==> config.mk <==
export PLATFORM = sky130hd
export DESIGN_NAME = ctlreg_seq
export DESIGN_NICKNAME = d
export VERILOG_FILES = /design/src/rtl/ctlreg_pkg.sv /design/src/rtl/ctlreg_busy.sv /design/src/rtl/ctlreg_frame.sv /design/src/rtl/ctlreg_seq.sv
export SDC_FILE = /design/constraint.sdc
export NUM_CORES = 1
export LEC_CHECK = 0
export ABC_AREA = 1
export BUFFER_PORTS_ARGS = -buffer_cell sky130_fd_sc_hd__buf_2
export CORE_MARGIN = 3
export CORE_UTILIZATION = 51
export CTS_CLUSTER_SIZE = 25
export DETAILED_ROUTE_END_ITERATION = 10
export GPL_TIMING_DRIVEN = 0
export PLACE_DENSITY_LB_ADDON = 0.15
export SYNTH_ARGS = -nofsm -noshare
export SYNTH_HDL_FRONTEND = slang
export SYNTH_SLANG_ARGS = --single-unit
==> constraint.sdc <==
create_clock -name clk -period 2.1 [get_ports clk]
set_input_delay 0.105 -clock clk [delete_from_list [all_inputs] [get_ports clk]]
set_output_delay 0.105 -clock clk [all_outputs]
set_load 0.005 [all_outputs]
==> src/rtl/ctlreg_pkg.sv <==
package ctlreg_pkg;
    localparam int BYTE_W = 8;

    localparam logic [BYTE_W-1:0] CODE_CLR_EN  = 8'h00;
    localparam logic [BYTE_W-1:0] CODE_SET_EN  = 8'h02;
    localparam logic [BYTE_W-1:0] CODE_SET_ALL = 8'h06;

    localparam int POS_PU_HI = 7;
    localparam int POS_WD_HI = 6;
    localparam int POS_WD_LO = 5;
    localparam int POS_BP    = 4;
    localparam int POS_REN   = 2;
    localparam int POS_EN    = 1;
    localparam int POS_PU_LO = 0;

    typedef struct packed {
        logic [1:0] wd;
        logic [1:0] pu;
        logic       bp;
    } fields_t;

    typedef struct packed {
        logic              in_frame;
        logic              seen;
        logic              pend;
        logic [BYTE_W-1:0] held;
        logic              ack_valid;
        logic              ack;
    } frame_t;

    typedef struct packed {
        logic              en;
        logic              ren;
        fields_t           live;
        fields_t           staged;
        logic              rd_valid;
        logic [BYTE_W-1:0] rd_data;
    } ctl_t;

    function automatic logic [BYTE_W-1:0] make_image(fields_t f, logic ren, logic en);
        logic [BYTE_W-1:0] v;
        v            = '0;
        v[POS_PU_HI] = f.pu[1];
        v[POS_WD_HI] = f.wd[1];
        v[POS_WD_LO] = f.wd[0];
        v[POS_BP]    = f.bp;
        v[POS_REN]   = ren;
        v[POS_EN]    = en;
        v[POS_PU_LO] = f.pu[0];
        return v;
    endfunction

    function automatic fields_t take_fields(logic [BYTE_W-1:0] b);
        fields_t f;
        f.wd = {b[POS_WD_HI], b[POS_WD_LO]};
        f.pu = {b[POS_PU_HI], b[POS_PU_LO]};
        f.bp = b[POS_BP];
        return f;
    endfunction
endpackage

==> src/rtl/ctlreg_busy.sv <==
module ctlreg_busy #(
    parameter int TICKS = 16
) (
    input  logic clk,
    input  logic rst_n,
    input  logic kick,
    output logic busy,
    output logic done
);
    localparam int CW = $clog2(TICKS + 1);
    localparam logic [CW-1:0] LOAD = CW'(TICKS);
    localparam logic [CW-1:0] ONE  = CW'(1);

    logic [CW-1:0] cnt_d, cnt_q;

    always_comb begin
        cnt_d = cnt_q;
        if (kick)             cnt_d = LOAD;
        else if (cnt_q != '0) cnt_d = cnt_q - ONE;
    end

    always_ff @(posedge clk or negedge rst_n) begin
        if (!rst_n) cnt_q <= '0;
        else        cnt_q <= cnt_d;
    end

    assign busy = (cnt_q != '0);
    assign done = (cnt_q == ONE);

    assert_busy_bound_R6: assert property (@(posedge clk) disable iff (!rst_n)
        cnt_q <= LOAD);
    assert_no_rekick_R6: assert property (@(posedge clk) disable iff (!rst_n)
        busy |-> !kick);
    assert_window_counts_down_R6: assert property (@(posedge clk) disable iff (!rst_n)
        (busy && !kick) |=> (cnt_q == $past(cnt_q) - ONE));
endmodule

==> src/rtl/ctlreg_frame.sv <==
module ctlreg_frame
    import ctlreg_pkg::*;
(
    input  logic              clk,
    input  logic              rst_n,
    input  logic              start,
    input  logic              stop,
    input  logic              wr_valid,
    input  logic [BYTE_W-1:0] wr_byte,
    input  logic              accept_ok,
    output logic              ack_valid,
    output logic              ack,
    output logic              commit,
    output logic [BYTE_W-1:0] commit_byte
);
    frame_t fr_d, fr_q;

    always_comb begin
        fr_d           = fr_q;
        fr_d.ack_valid = 1'b0;
        fr_d.ack       = 1'b0;
        if (start) begin
            fr_d.in_frame = 1'b1;
            fr_d.seen     = 1'b0;
            fr_d.pend     = 1'b0;
        end else if (stop) begin
            fr_d.in_frame = 1'b0;
            fr_d.seen     = 1'b0;
            fr_d.pend     = 1'b0;
        end else if (wr_valid) begin
            fr_d.ack_valid = 1'b1;
            if (fr_q.in_frame && !fr_q.seen) begin
                fr_d.ack  = accept_ok;
                fr_d.pend = accept_ok;
                fr_d.held = wr_byte;
                fr_d.seen = 1'b1;
            end else begin
                fr_d.pend = 1'b0;
            end
        end
    end

    always_ff @(posedge clk or negedge rst_n) begin
        if (!rst_n) fr_q <= '0;
        else        fr_q <= fr_d;
    end

    assign ack_valid   = fr_q.ack_valid;
    assign ack         = fr_q.ack;
    assign commit      = stop && !start && fr_q.in_frame && fr_q.pend;
    assign commit_byte = fr_q.held;

    assert_ack_follows_R2: assert property (@(posedge clk) disable iff (!rst_n)
        wr_valid |=> ack_valid);
    assert_no_stray_ack_R2: assert property (@(posedge clk) disable iff (!rst_n)
        !wr_valid |=> !ack_valid);
    assert_second_byte_nack_R8: assert property (@(posedge clk) disable iff (!rst_n)
        (wr_valid && !start && !stop && fr_q.seen) |=> (ack_valid && !ack));
    assert_no_commit_after_abort_R8: assert property (@(posedge clk) disable iff (!rst_n)
        (wr_valid && fr_q.seen) |=> !commit);
endmodule

==> src/rtl/ctlreg_seq.sv <==
module ctlreg_seq
    import ctlreg_pkg::*;
#(
    parameter int         BUSY_TICKS = 16,
    parameter logic [1:0] WD_RESET   = 2'b11,
    parameter logic [1:0] PU_RESET   = 2'b01,
    parameter logic       BP_RESET   = 1'b0
) (
    input  logic       clk,
    input  logic       rst_n,
    input  logic       txn_start,
    input  logic       txn_stop,
    input  logic       wr_valid,
    input  logic [7:0] wr_byte,
    input  logic       rd_req,
    output logic       ack_valid,
    output logic       ack,
    output logic       rd_valid,
    output logic [7:0] rd_data,
    output logic [1:0] wdt_sel,
    output logic [1:0] pud_sel,
    output logic       blk_prot,
    output logic       busy
);
    localparam fields_t FIELDS_RESET = '{wd: WD_RESET, pu: PU_RESET, bp: BP_RESET};

    ctl_t              st_d, st_q;
    logic              accept_ok;
    logic              commit;
    logic [BYTE_W-1:0] commit_byte;
    logic              kick;
    logic              done;

    assign accept_ok = !busy && (st_q.en || (wr_byte == CODE_SET_EN));

    ctlreg_frame u_frame (
        .clk        (clk),
        .rst_n      (rst_n),
        .start      (txn_start),
        .stop       (txn_stop),
        .wr_valid   (wr_valid),
        .wr_byte    (wr_byte),
        .accept_ok  (accept_ok),
        .ack_valid  (ack_valid),
        .ack        (ack),
        .commit     (commit),
        .commit_byte(commit_byte)
    );

    ctlreg_busy #(.TICKS(BUSY_TICKS)) u_busy (
        .clk  (clk),
        .rst_n(rst_n),
        .kick (kick),
        .busy (busy),
        .done (done)
    );

    always_comb begin
        st_d          = st_q;
        kick          = 1'b0;
        st_d.rd_valid = rd_req;
        if (rd_req) st_d.rd_data = make_image(st_q.live, st_q.ren, st_q.en);

        if (commit) begin
            if (st_q.ren) begin
                if (!commit_byte[POS_REN]) begin
                    st_d.staged = take_fields(commit_byte);
                    st_d.ren    = 1'b0;
                    kick        = 1'b1;
                end
            end else begin
                case (commit_byte)
                    CODE_SET_EN:  st_d.en = 1'b1;
                    CODE_SET_ALL: begin
                        st_d.en  = 1'b1;
                        st_d.ren = 1'b1;
                    end
                    CODE_CLR_EN:  st_d.en = 1'b0;
                    default:      ;
                endcase
            end
        end

        if (done) st_d.live = st_q.staged;
    end

    always_ff @(posedge clk or negedge rst_n) begin
        if (!rst_n) begin
            st_q          <= '0;
            st_q.live     <= FIELDS_RESET;
            st_q.staged   <= FIELDS_RESET;
        end else begin
            st_q <= st_d;
        end
    end

    assign rd_valid = st_q.rd_valid;
    assign rd_data  = st_q.rd_data;
    assign wdt_sel  = st_q.live.wd;
    assign pud_sel  = st_q.live.pu;
    assign blk_prot = st_q.live.bp;

    assert_ren_needs_en_R4: assert property (@(posedge clk) disable iff (!rst_n)
        st_q.ren |-> st_q.en);
    assert_busy_nack_R9: assert property (@(posedge clk) disable iff (!rst_n)
        (busy && wr_valid) |=> (ack_valid && !ack));
    assert_fields_hold_R6: assert property (@(posedge clk) disable iff (!rst_n)
        !$fell(busy) |-> $stable({wdt_sel, pud_sel, blk_prot}));
    assert_read_one_cycle_R11: assert property (@(posedge clk) disable iff (!rst_n)
        rd_req |=> rd_valid);
    assert_locked_nack_R5: assert property (@(posedge clk) disable iff (!rst_n)
        (wr_valid && !st_q.en && wr_byte != CODE_SET_EN) |=> !ack);
endmodule

Word level (Yosys, flattened, before mapping):

Cells that the tools add are included.

* bits in registers: 38
* latch bits: 0
* RAM bits: 0
* memory bits (read-only): 0
* input bits: 14
* output and inout port bits: 17
* logic and storage cells: 65
* memories kept: 0

* $add $sub $neg: 1
* multiply operators: 0
* divide/modulo/power cells: 0
* $lt $le $gt $ge: 0
* equality and inequality tests: 4
* shift operators: 0
* muxes and demuxes: 18
* bitwise gates (word level): 4
* reductions and logical operators: 21

Operators with widths (count)
* $eq A8 B2 Y1 const B: 2
* $mux W12: 1
* $mux W5: 2
* $mux W1: 9
* $eq A8 B3 Y1 const B: 1
* $logic_not A8 Y1: 1
* $mux W8: 1
* $mux W2: 3
* $reduce_and A3 Y1: 2
* $reduce_bool A2 Y1: 3
* $reduce_bool A3 Y1: 2
* $eq A5 B1 Y1 const B: 1
* $logic_and A1 B1 Y1: 5
* $reduce_bool A5 Y1: 1
* $sub A5 B1 Y5 const B: 1
* $not A1 Y1: 4
* $reduce_and A4 Y1: 1
* $logic_not A1 Y1: 3
* $mux W3: 1
* $pmux W1 S2: 1
* $reduce_and A2 Y1: 1
* $reduce_or A2 Y1: 1
* $logic_or A1 B1 Y1: 1

Longest topological paths before layout:

Gate-level depths: netlist of run 1.

* word-level depth: 7
* depth in mapped cells: 8
* depth with buffers taken out: 7

By module:

A second synthesis of run 1 with hierarchy kept.

* cells, all modules: 208
* area total of the unflattened synthesis: 1831.8 um^2

By module, submodules not included
* ctlreg_seq: instances 1, cells each 112, area each 932.1 um^2, sequential area each 508.0 um^2
* ctlreg_frame: instances 1, cells each 62, area each 615.6 um^2, sequential area each 325.3 um^2
* ctlreg_busy: instances 1, cells each 34, area each 284.0 um^2, sequential area each 125.1 um^2

Least setup slack after synthesis of run 1:

OpenSTA, ideal clock, no wires.

* path kind: flip-flop to flip-flop
* start point: register u_busy.cnt_q[0]
* end point: register u_busy.cnt_q[0]
* library setup time: 0.120 ns
* data arrival time: 1.029 ns
* required time: 1.980 ns
* setup slack: 0.951 ns
* stages on the path, launching flop included: 7
* path buffers: 0
* period minus slack after synthesis: 1.149 ns
* path through: dfrtp_1 -> inv_1 -> ha_1 -> nand3_2 -> inv_1 -> o21ai_0 -> nor2_1

* elaborated cells on any way between the ends: 5
* classes of those cells: add/sub: 1; mux: 2; reduce/logical: 2

RTL lines
* start: declaration: line ctlreg_busy.sv:14 `logic [CW-1:0] cnt_d, cnt_q;`
* start signal: assignment: line ctlreg_busy.sv:24 `else cnt_q <= cnt_d;`
* $reduce_bool A5 Y1
* named net busy: line ctlreg_seq.sv:23 `output logic busy`
* $reduce_bool A2 Y1 (no source line)

The timed path passes the listed nets, and every way through them passes these cells. The select of a mux whose other input is x is not followed.
A chain may end at the register's enable or synchronous reset.

Worst setup path in the final report of run 1:

* start point: register u_busy.cnt_q[0]
* end point: output busy

* longest elaborated chain between the ends: 1

RTL lines
* $reduce_bool A5 Y1: line ctlreg_busy.sv:27 `assign busy = (cnt_q != '0);`
* end: declaration: line ctlreg_seq.sv:23

No other way between the ends.

==> summary.log, run 1 <==
[status] outcome complete, no violations
[worst_hold_path] startpoint of the worst hold path wr_byte[3]
[timing] worst clock skew 0.00485 ns
[floorplan] Die X-Extent 64.7 um
[cts] number of sinks handled by clock tree synthesis 38
[layout] number of non-filler instances in the completed layout 267
[synthesis] area of the mapped netlist 1760 um^2
[cts] library cell used as clock root buffer sky130_fd_sc_hd__clkbuf_4
[worst_setup_path] critical path type flip-flop to output pin
[place] total placed cells including tap cells 257
[floorplan] std cell rows 20
[worst_setup_path] number of cells on the worst reg-to-reg path 6
[grt] GRT Overall Usage 15.7%
[timing] Hold Violations, Final 0
[detailed_routing] antenna-violating nets left 0
[synthesis] flip-flop and latch count after synthesis 38
[detailed_routing] vias after detailed routing 1214
[floorplan] core area 3180 um^2
[pwr] total leakage power 1.07 nW
[timing] Post-Route Setup TNS 0 ns
[synthesis] number of warnings reported in the yosys synthesis log 0
[timing] unrepaired setup endpoints after global routing false
[floorplan] total I/O pin count 31
[cts] insertion delay to the later sink of the worst-skew pair 0.32 ns
[layout] combined flip-flop and latch cell area 958 um^2
[timing] Final Hold Slack 0.0215 ns
[place] Port Buf Inserts 29
[synthesis] sequential share of the synthesized area 54.6%
[place] placer congestion estimate 0.772
[synthesis] count of different cell masters after synthesis 26
[cts] clock transition time at the flip-flop clock pins of the worst setup and hold paths 0.10 ns
[timing] worst path setup slack after routing 0.549 ns
[cts] TritonCTS Buffers 5
[layout] final instance area 2040 um^2
[synthesis] Post-synth EDFFs 0
[detailed_routing] mean number of vias per cell 4.55
[timing] Max Clk Rate 0.645 GHz
[synthesis] fraction of registers with async set/reset 100%
[cts] H-Tree Depth 2
[worst_hold_path] worst hold path type primary input to flip-flop
[place] total placed instance area 1960 um^2
[worst_setup_path] critical register-to-register path startpoint u_busy.cnt_q[0]
[place] final HPWL from detailed placement 2140 um
[layout] relative area change from synthesis to final layout 16.0%
[grt] wire length of the first global-routing pass 5090 um
[layout] number of filler instances in the final layout 283
[worst_setup_path] CP startpoint kind flip-flop
[cts] number of buffers between clock root and the deepest sink 2
[worst_setup_path] RR Endpoint u_busy.cnt_q[0]
[layout] number of diodes added for antenna fixing 0
[grt] number of antenna violations at the first check in global routing 0
[worst_setup_path] CP arrival 1.45 ns
[detailed_routing] post-DR wirelength/cell 10.6 um
[worst_setup_path] worst-path maximum fanout 7
[job] reported max-cap violation count 0
[timing] slew margin rel. 46.9%
[pwr] power per cell area 866 nW/um^2
[worst_hold_path] worst hold path endpoint u_frame.commit_byte[3]
[timing] number of slew-limit violations in the final report 0
[worst_setup_path] slack of the worst reg-to-reg path 0.79 ns
[synthesis] most frequently used flop master after synthesis sky130_fd_sc_hd__dfrtp_1
[grt] number of global-route vias before repair 1173
[grt] aggregate global routing overflow 0
[cts] clock tree from TritonCTS yes
[synthesis] syn_nets 200
[timing] actual transition at the worst max-transition pin 0.797 ns
[synthesis] Gate Count Post-Synth 184
[floorplan] initial core utilization 55.3%
[timing] portion of the clock cycle consumed by the worst path in the final layout 73.9%
[detailed_routing] drt initial violations 67
[worst_hold_path] cell count of the worst hold path 3
[worst_setup_path] CP Capture Type output pin
[detailed_routing] number of iterations in the first detailed-routing pass 4
[detailed_routing] Total Wirelength 2820 um
[detailed_routing] drc violations 0
[floorplan] Die Outline Area 4180 um^2
[timing] count of final setup violators 0
[floorplan] vertical die dimension 64.7 um
[place] Place WS 0.804 ns
[layout] fin nets 238
[worst_setup_path] required time of the critical path 2.00 ns
[layout] area of the multi-input gates 572 um^2
[grt] maximum number of pins on one net before global-route repair 39
[pwr] worst IR drop on VDD 0.437 mV
[synthesis] average cell area after synthesis 9.55 um^2
[timing] clock period minus final worst setup slack 1.55 ns
[layout] share of cells above drive strength 1 35.9%
-- cell type report --
type	instances	area share, %
timing repair buffer	31	8.11
clock buffer	7	2.70
tap	44	2.70
sequential	38	47.1
clock inverter	1	0.246
inverter	29	5.34
buffer	15	5.77
multi-input combinational	102	28.1
-- through the flow --
stage	util [%]	total power [W]
floorplan	-	0.00126
global placement	61.6	0.00137
detailed placement	61.6	0.00140
CTS	64.1	0.00179
global route	64.1	0.00190
finish	64.1	0.00176
-- placed cells by master (no fill, tap or decap), types with 2 or more instances in the layout --
cell type and count:
sky130_fd_sc_hd__o21ai_2 4, sky130_fd_sc_hd__nor2_4 3, sky130_fd_sc_hd__ha_1 2, sky130_fd_sc_hd__nand3_1 5, sky130_fd_sc_hd__nor2_1 15, sky130_fd_sc_hd__o21ai_0 7, sky130_fd_sc_hd__buf_4 12, sky130_fd_sc_hd__nand3_2 3
sky130_fd_sc_hd__dfstp_2 6, sky130_fd_sc_hd__dfrtp_1 32, sky130_fd_sc_hd__nand2_2 2, sky130_fd_sc_hd__clkbuf_4 5, sky130_fd_sc_hd__inv_1 25, sky130_fd_sc_hd__buf_2 30, sky130_fd_sc_hd__buf_6 2, sky130_fd_sc_hd__nor3_1 2
sky130_fd_sc_hd__a21oi_1 8, sky130_fd_sc_hd__o21ai_1 5, sky130_fd_sc_hd__nand2_1 35, sky130_fd_sc_hd__dlygate4sd3_1 2, sky130_fd_sc_hd__mux2_2 5, sky130_fd_sc_hd__inv_2 4
-- synthesized netlist by cell type (4+ instances only) --
cell                      count  area, um^2
sky130_fd_sc_hd__dfstp_2      6         158
sky130_fd_sc_hd__buf_4       12        90.1
sky130_fd_sc_hd__o21ai_0      7        35.0
sky130_fd_sc_hd__inv_1       25        93.8
sky130_fd_sc_hd__mux2_2       5        56.3
sky130_fd_sc_hd__nand2_1     35         131
sky130_fd_sc_hd__a21oi_1      8        40.0
sky130_fd_sc_hd__nand3_1      5        25.0
sky130_fd_sc_hd__o21ai_1      5        25.0
sky130_fd_sc_hd__o21ai_2      4        35.0
sky130_fd_sc_hd__inv_2        4        15.0
sky130_fd_sc_hd__dfrtp_1     32         801
sky130_fd_sc_hd__nor2_1      15        56.3
-- state kept, by name (all words and copies together), names as in the netlist --
register	flops
u_frame.commit_byte	8
rd_data	7
st_q	7
u_busy.cnt_q	5
u_frame.fr_q	3
pud_sel	2
wdt_sel	2
blk_prot	1
rd_valid	1
u_frame.ack	1
u_frame.ack_valid	1
-- worst max-delay path, cell delays in order, from the launching register on --
cell                      delay [ns]
sky130_fd_sc_hd__dfrtp_1        0.42
sky130_fd_sc_hd__inv_1          0.08
sky130_fd_sc_hd__ha_1           0.23
sky130_fd_sc_hd__nand3_2        0.20
sky130_fd_sc_hd__buf_2          0.20
-- worst max path at each step --
stage,startpoint,to,cells past startpoint
finish,u_busy.cnt_q[0],busy,4
floorplan,u_busy.cnt_q[0],u_busy.cnt_q[0],6
global placement,u_busy.cnt_q[0],u_frame.fr_q[10],6
detailed placement,u_busy.cnt_q[0],u_frame.fr_q[10],6
global route,u_busy.cnt_q[1],busy,4
CTS,u_busy.cnt_q[0],busy,4
-- what timing repair did --
item | 4_1_cts | 5_1_grt
resized for setup | 0 | 0
setup endpoints to repair | 0 | 0
hold buffers | 2 | 0
endpoints found under the hold margin | 33 | 0
setup buffers | 0 | 0
-- cells by family (layout without fill, tap and decap cells) --
logic type	after synthesis	after routing	share of synthesized area, %
AND/OR/NAND/NOR	68	68	19.0
XOR/XNOR	2	2	0.997
other	1	1	0.213
AO/OA/AOI/OAI	24	24	7.69
adder cells (fa/ha/maj)	2	2	1.42
multiplexers	5	5	3.20
buffers and inverters	44	83	12.9
flip-flops	38	38	54.6
-- report_power, final --
part	switching, W	total [W]	internal [W]
clock network	0.000217	0.000380	0.000162
logic	0.000259	0.000462	0.000203
registers	0.0000717	0.000922	0.000850
-- routing by layer --
layer  GRT usage, %  up-vias  part of all wire [%]
met5              0        -                     0
met4           6.07        0                  0.74
met3           4.33        2                   5.7
met2           24.9       31                    47
met1           20.4      551                    46
li1               -      630                     -
Note: power is estimated with default switching activity, not from simulation.
==> run 2: changes to the inputs <==
- clock period: 2.1 -> 1.5 ns (I/O delays scaled with it)
==> summary.log, run 2 (same netlist as run 1, synthesis figures left out) <==
[cts] insertion delay to the later sink of the worst-skew pair 0.32 ns [about the same]
[grt] aggregate global routing overflow 0 [unchanged]
[worst_setup_path] number of cells on the worst reg-to-reg path 4 [-2]
[pwr] net switching fraction of the power 31.2% [+0.18 points]
[grt] maximum number of pins on one net before global-route repair 39 [unchanged]
[worst_setup_path] slack of the worst reg-to-reg path 0.20 ns [-0.59 ns]
[worst_setup_path] timing startpoint of the critical path u_busy.cnt_q[3]
[cts] TritonCTS Buffers 5 [unchanged]
[cts] number of sinks handled by clock tree synthesis 38 [unchanged]
[detailed_routing] post-DR wirelength/cell 10.7 um [+1.0%]
[place] Place WS 0.204 ns [-0.600 ns]
[worst_setup_path] CP startpoint kind flip-flop
[layout] number of diodes added for antenna fixing 0 [unchanged]
[timing] Hold Violations, Final 0 [unchanged]
[worst_setup_path] Critical Path Sink busy
[place] Port Buf Inserts 29 [unchanged]
[pwr] Gate power share 29.5% [+3.3 points]
[detailed_routing] antenna-violating nets left 0 [unchanged]
[timing] worst path setup slack after routing 0.0830 ns [-0.466 ns]
[layout] combined flip-flop and latch cell area 958 um^2 [unchanged]
[layout] max FFs per register 8 [unchanged]
[layout] most common cell after layout, fill and taps aside sky130_fd_sc_hd__nand2_1
[layout] share of cells above drive strength 1 36.1% [+0.21 points]
[grt] number of global-route vias before repair 1211 [+3.2%]
[grt] wire length of the first global-routing pass 5180 um [+1.9%]
[pwr] total leakage power 1.10 nW [+2.9%]
[worst_hold_path] worst hold path type primary input to flip-flop
[timing] worst clock skew 0.00489 ns [+0.0000376 ns]
[detailed_routing] mean number of vias per cell 4.53 [-0.47%]
[grt] GRT Overall Usage 15.9% [+0.26 points]
[floorplan] core area 3180 um^2 [unchanged]
[worst_setup_path] worst-path maximum fanout 7 [unchanged]
[pwr] net switching component of the power 0.000807 W [+47%]
[layout] commonest cells after routing, fill and taps aside sky130_fd_sc_hd__nand2_1, sky130_fd_sc_hd__dfrtp_1, sky130_fd_sc_hd__buf_2
[worst_setup_path] required time of the critical path 1.42 ns [-0.58 ns]
[worst_setup_path] critical path type flip-flop to output pin
[floorplan] std cell rows 20 [unchanged]
[grt] number of antenna violations at the first check in global routing 0 [unchanged]
[floorplan] Die X-Extent 64.7 um [unchanged]
[worst_setup_path] stages on the worst setup path 3 [-1]
[detailed_routing] Total Wirelength 2920 um [+3.7%]
[pwr] post-route total power 0.00259 W [+47%]
[layout] number of filler instances in the final layout 274 [-3.2%]
[worst_setup_path] CP Capture Type output pin
[floorplan] Die Outline Area 4180 um^2 [unchanged]
[worst_setup_path] critical register-to-register path startpoint u_busy.cnt_q[3]
[detailed_routing] drt initial violations 59 [-12%]
[timing] slew margin rel. 46.8% [about the same]
[timing] actual transition at the worst max-transition pin 0.798 ns [+0.000693 ns]
[job] reported max-cap violation count 0 [unchanged]
[worst_setup_path] cells along the critical path nor2_1, nand3_4, buf_2
[pwr] clock share of power 20.6% [-0.9 points]
[cts] clock transition time at the flip-flop clock pins of the worst setup and hold paths 0.10 ns [about the same]
[detailed_routing] number of iterations in the first detailed-routing pass 4 [unchanged]
[layout] relative area change from synthesis to final layout 20.8%
[status] outcome complete, no violations
[timing] count of final setup violators 0 [unchanged]
[place] final HPWL from detailed placement 2140 um [unchanged]
[worst_setup_path] CP Buf/Inv Count 1 [-1]
[worst_setup_path] CP arrival 1.34 ns [-0.11 ns]
[cts] clock tree from TritonCTS yes
[worst_setup_path] Max stage delay on crit path 0.41 ns [about the same]
[floorplan] initial core utilization 55.3% [unchanged]
[cts] library cell used as clock root buffer sky130_fd_sc_hd__clkbuf_4
[timing] portion of the clock cycle consumed by the worst path in the final layout 94.5%
[place] placer congestion estimate 0.772 [unchanged]
[layout] fin nets 245 [+2.9%]
[pwr] power per cell area 1220 nW/um^2 [+41%]
[timing] Max Clk Rate 0.706 GHz
[pwr] worst IR drop on VDD 0.737 mV [+69%]
[timing] clock period minus final worst setup slack 1.42 ns
[timing] number of slew-limit violations in the final report 0 [unchanged]
[detailed_routing] drc violations 0 [unchanged]
[worst_setup_path] RR Endpoint pud_sel[1]
[cts] number of buffers between clock root and the deepest sink 2 [unchanged]
[worst_setup_path] crit-path leading delay family simple AND/OR/NAND/NOR gates
[worst_setup_path] highest-delay cell along the critical path sky130_fd_sc_hd__dfrtp_1
[layout] area of the multi-input gates 592 um^2 [+3.5%]
[detailed_routing] vias after detailed routing 1240 [+2.1%]
[pwr] Pint 0.00178 W [+46%]
[pwr] fraction of power consumed by sequential logic 49.9% [-2.4 points]
[floorplan] vertical die dimension 64.7 um [unchanged]
[cts] H-Tree Depth 2 [unchanged]
[timing] Post-Route Setup TNS 0 ns [unchanged]
[floorplan] total I/O pin count 31 [unchanged]
[run 2: how the worst min path moves through the flow]
| stage | start | end | cells after the start |
|---|---|---|---|
| 6_report | txn_stop | u_frame.fr_q[12] | 4 |
| 5_1_grt | txn_stop | u_frame.fr_q[12] | 4 |
| 4_1_cts | txn_stop | u_frame.fr_q[12] | 4 |
| 3_5_place_dp | rd_req | rd_valid | 1 |
| 3_3_place_gp | rst_n | rd_data[4] | 1 |
| 2_1_floorplan | rst_n | blk_prot | 0 |
[run 2: through the flow]
| step | std cells | hold WS, ns | area [um^2] | utilization (%) |
|---|---|---|---|---|
| after floorplan | 184 | -0.221 | 1760 | - |
| after global placement | 257 | 0.198 | 1960 | 61.6 |
| after detailed placement | 257 | 0.196 | 1960 | 61.6 |
| after CTS | 272 | 0.00421 | 2090 | 65.9 |
| after global routing | 274 | 0.0159 | 2120 | 66.8 |
| final | 274 | 0.0165 | 2120 | 66.8 |
[run 2: what timing repair did]
item	in CTS	in global routing
endpoints found under the setup margin	1	1
hold buffers	7	0
hold endpoints to repair	38	0
cloned	0	0
resized for setup	1	2
setup buffers	0	2
[run 2: final cells by class]
cell class	instances	share of cell area [%]
clock inverters	1	0.236
inverters	29	5.13
clock buffers	7	2.59
well taps	44	2.59
flip-flops and latches	38	45.2
multi-input cells	102	27.9
plain buffers	15	5.54
repair buffers	38	10.8
[run 2: power groups by stage]
stage	Combinational, W	Sequential (W)	Clock, W
after global placement	0.000615	0.00130	0
final	0.000763	0.00129	0.000532
after global routing	0.000873	0.00131	0.000603
after detailed placement	0.000655	0.00131	0
after CTS	0.000689	0.00129	0.000552
after floorplan	0.000479	0.00129	0
[run 2: worst register-to-register path, delay by kind of cell, from the launching register on]
kind | cells | cell delay, ns
AOI/OAI and AO/OA | 1 | 0.08
DFF | 1 | 0.41
and+or+nand+nor | 3 | 0.69
[run 2: metal layers]
layer  track usage, %  routed length (um)  up-vias
li1                 -                   -      645
met1             20.5                1370      562
met2             25.6                1390       31
met3             4.33                 139        2
met4             6.07                  21        0
met5                0                   0        -
==> run 3: changes to the inputs <==
- BUFFER_PORTS_ARGS: -buffer_cell sky130_fd_sc_hd__buf_2 -> not set
- DONT_BUFFER_PORTS: not set -> 1
==> summary.log, run 3 (same netlist as run 1, synthesis figures left out) <==
[worst_setup_path] CP Buf/Inv Count 1 [unchanged]
[layout] final core utilization 65.7% [-1.1 points]
[pwr] net switching fraction of the power 28.2% [-3.0 points]
[worst_hold_path] worst hold path type primary input to flip-flop
[job] reported max-cap violation count 0 [unchanged]
[cts] H-Tree Depth 2 [unchanged]
[grt] number of global-route vias before repair 1211 [unchanged]
[grt] maximum number of pins on one net before global-route repair 39 [unchanged]
[detailed_routing] antenna-violating nets left 0 [unchanged]
[pwr] net switching component of the power 0.000778 W [-3.6%]
[layout] combined flip-flop and latch cell area 958 um^2 [unchanged]
[cts] number of buffers between clock root and the deepest sink 2 [unchanged]
[worst_setup_path] worst-path maximum fanout 7 [unchanged]
[timing] clock period minus final worst setup slack 1.37 ns [-0.0496 ns]
[grt] number of antenna violations at the first check in global routing 0 [unchanged]
[worst_setup_path] RR Endpoint u_busy.cnt_q[0]
[floorplan] core area 3180 um^2 [unchanged]
[detailed_routing] post-DR wirelength/cell 11.6 um [+9.2%]
[worst_setup_path] cells along the critical path inv_1, ha_1, nand3_2
[layout] share of cells above drive strength 1 25.5% [-11 points]
[detailed_routing] Total Wirelength 2940 um [+0.44%]
[detailed_routing] drc violations 0 [unchanged]
[worst_setup_path] CP Capture Type output pin
[pwr] Pint 0.00198 W [+12%]
[timing] worst clock skew 0.00817 ns [+0.00328 ns]
[worst_setup_path] stages on the worst setup path 3 [unchanged]
[timing] portion of the clock cycle consumed by the worst path in the final layout 91.2% [-3.3 points]
[floorplan] vertical die dimension 64.7 um [unchanged]
[worst_setup_path] critical register-to-register path startpoint u_busy.cnt_q[0]
[grt] aggregate global routing overflow 0 [unchanged]
[timing] unrepaired setup endpoints after global routing false
[layout] number of filler instances in the final layout 242 [-12%]
[timing] Max Clk Rate 0.731 GHz [+3.6%]
[place] placer congestion estimate 0.743 [-3.7%]
[layout] relative area change from synthesis to final layout 18.9%
[pwr] power per cell area 1320 nW/um^2 [+8.5%]
[worst_setup_path] slack of the worst reg-to-reg path 0.16 ns [-0.04 ns]
[detailed_routing] number of iterations in the first detailed-routing pass 4 [unchanged]
[pwr] Gate power share 22.3% [-7.2 points]
[worst_setup_path] crit-path leading delay family flip-flops
[grt] GRT Overall Usage 16.2% [+0.26 points]
[timing] Hold Violations, Final 0 [unchanged]
[pwr] total leakage power 1.03 nW [-6.8%]
[floorplan] Die X-Extent 64.7 um [unchanged]
[cts] clock transition time at the flip-flop clock pins of the worst setup and hold paths 0.11 ns [about the same]
[floorplan] total I/O pin count 31 [unchanged]
[grt] wire length of the first global-routing pass 5180 um [unchanged]
[pwr] clock share of power 30.8% [+10 points]
[timing] Post-Route Setup TNS 0 ns [unchanged]
[worst_setup_path] timing startpoint of the critical path u_busy.cnt_q[0]
[pwr] fraction of power consumed by sequential logic 46.9% [-3.0 points]
[detailed_routing] drt initial violations 52 [-12%]
[cts] number of sinks handled by clock tree synthesis 38 [unchanged]
[pwr] worst IR drop on VDD 0.650 mV [-12%]
[floorplan] Die Outline Area 4180 um^2 [unchanged]
[cts] insertion delay to the later sink of the worst-skew pair 0.33 ns [about the same]
[layout] area of the multi-input gates 572 um^2 [-3.4%]
[worst_setup_path] number of cells on the worst reg-to-reg path 6 [+2]
[timing] number of slew-limit violations in the final report 0 [unchanged]
[layout] max FFs per register 8 [unchanged]
[floorplan] std cell rows 20 [unchanged]
[worst_setup_path] critical path type flip-flop to output pin
[cts] clock tree from TritonCTS yes
[worst_setup_path] required time of the critical path 1.42 ns [about the same]
[layout] commonest cells after routing, fill and taps aside sky130_fd_sc_hd__nand2_1, sky130_fd_sc_hd__dfrtp_1, sky130_fd_sc_hd__inv_1
[worst_setup_path] CP arrival 1.29 ns [-0.05 ns]
[layout] most common cell after layout, fill and taps aside sky130_fd_sc_hd__nand2_1
[worst_setup_path] Max stage delay on crit path 0.42 ns [about the same]
[floorplan] initial core utilization 55.3% [unchanged]
[cts] TritonCTS Buffers 5 [unchanged]
[worst_setup_path] CP startpoint kind flip-flop
[place] Port Buf Inserts 0 [-100%]
[layout] fin nets 223 [-9.0%]
[cts] library cell used as clock root buffer sky130_fd_sc_hd__clkbuf_4
[worst_setup_path] Critical Path Sink busy
[place] final HPWL from detailed placement 2030 um [-5.1%]
[detailed_routing] mean number of vias per cell 4.73 [+4.6%]
[status] outcome complete, no violations
[timing] count of final setup violators 0 [unchanged]
[layout] number of diodes added for antenna fixing 0 [unchanged]
[worst_setup_path] highest-delay cell along the critical path sky130_fd_sc_hd__dfrtp_1
[detailed_routing] vias after detailed routing 1193 [-3.8%]
-- run 3: changes by cell type in the layout (fill, tap and decap cells not counted), sizes merged --
cell,change
bufinv,+2
buf,-30
dlygate4sd3,+8
clkbuf,-2
-- run 3: layout make-up --
cell class                      instances  share of cell area [%]
Clock inverter                          3                    3.30
Multi-Input combinational cell        102                    27.4
Clock buffer                            5                    1.80
Buffer                                 15                    5.63
Inverter                               29                    5.21
Timing Repair Buffer                   16                    8.15
Tap cell                               44                    2.64
Sequential cell                        38                    45.9
-- run 3: what timing repair did --
item / 4_1_cts / 5_1_grt
resized for setup: 0 / 0
buffers inserted: 0 / 0
endpoints found under the hold margin: 53 / 0
hold buffers: 16 / 0
-- run 3: power by group through the flow --
stage | clock network, W | logic, W | registers [W]
floorplan | 0 | 0.000479 | 0.00129
global placement | 0 | 0.000541 | 0.00130
detailed placement | 0 | 0.000561 | 0.00132
CTS | 0.000880 | 0.000625 | 0.00129
global route | 0.000932 | 0.000711 | 0.00131
finish | 0.000851 | 0.000615 | 0.00129
-- run 3: worst register-to-register path, stage by stage, from the launching register on --
cell,delay [ns]
sky130_fd_sc_hd__dfrtp_1,0.42
sky130_fd_sc_hd__inv_1,0.08
sky130_fd_sc_hd__ha_1,0.23
sky130_fd_sc_hd__nand3_2,0.23
sky130_fd_sc_hd__inv_1,0.13
sky130_fd_sc_hd__o21ai_0,0.09
sky130_fd_sc_hd__nor2_1,0.09
-- run 3: per-layer routing --
metal	routed length [um]	vias to the layer above	track usage, %
met2	1400	33	26.3
met5	0	-	0
met1	1310	561	19.7
li1	-	597	-
met3	203	2	5.37
met4	21	0	6.86
-- run 3: worst min-delay path by stage --
stage	startpoint	to	depth (start not counted)
detailed placement	rst_n	pud_sel[1]	0
finish	wr_byte[2]	u_frame.ack	5
global route	rd_req	rd_data[2]	2
floorplan	rst_n	blk_prot	0
global placement	rst_n	rd_data[4]	0
CTS	wr_byte[2]	u_frame.ack	5
-- run 3: stage by stage --
stage / std cells / area, um^2 / hold WS (ns) / total power, W / setup WS [ns]
final: 252 / 2090 / 0.0357 / 0.00276 / 0.133
after global routing: 252 / 2090 / 0.0386 / 0.00295 / 0.0353
after CTS: 252 / 2090 / 0.0247 / 0.00280 / 0.114
after detailed placement: 228 / 1810 / -0.220 / 0.00188 / 0.183
after global placement: 228 / 1810 / -0.220 / 0.00185 / 0.219
after floorplan: 184 / 1760 / -0.221 / 0.00177 / 0.351
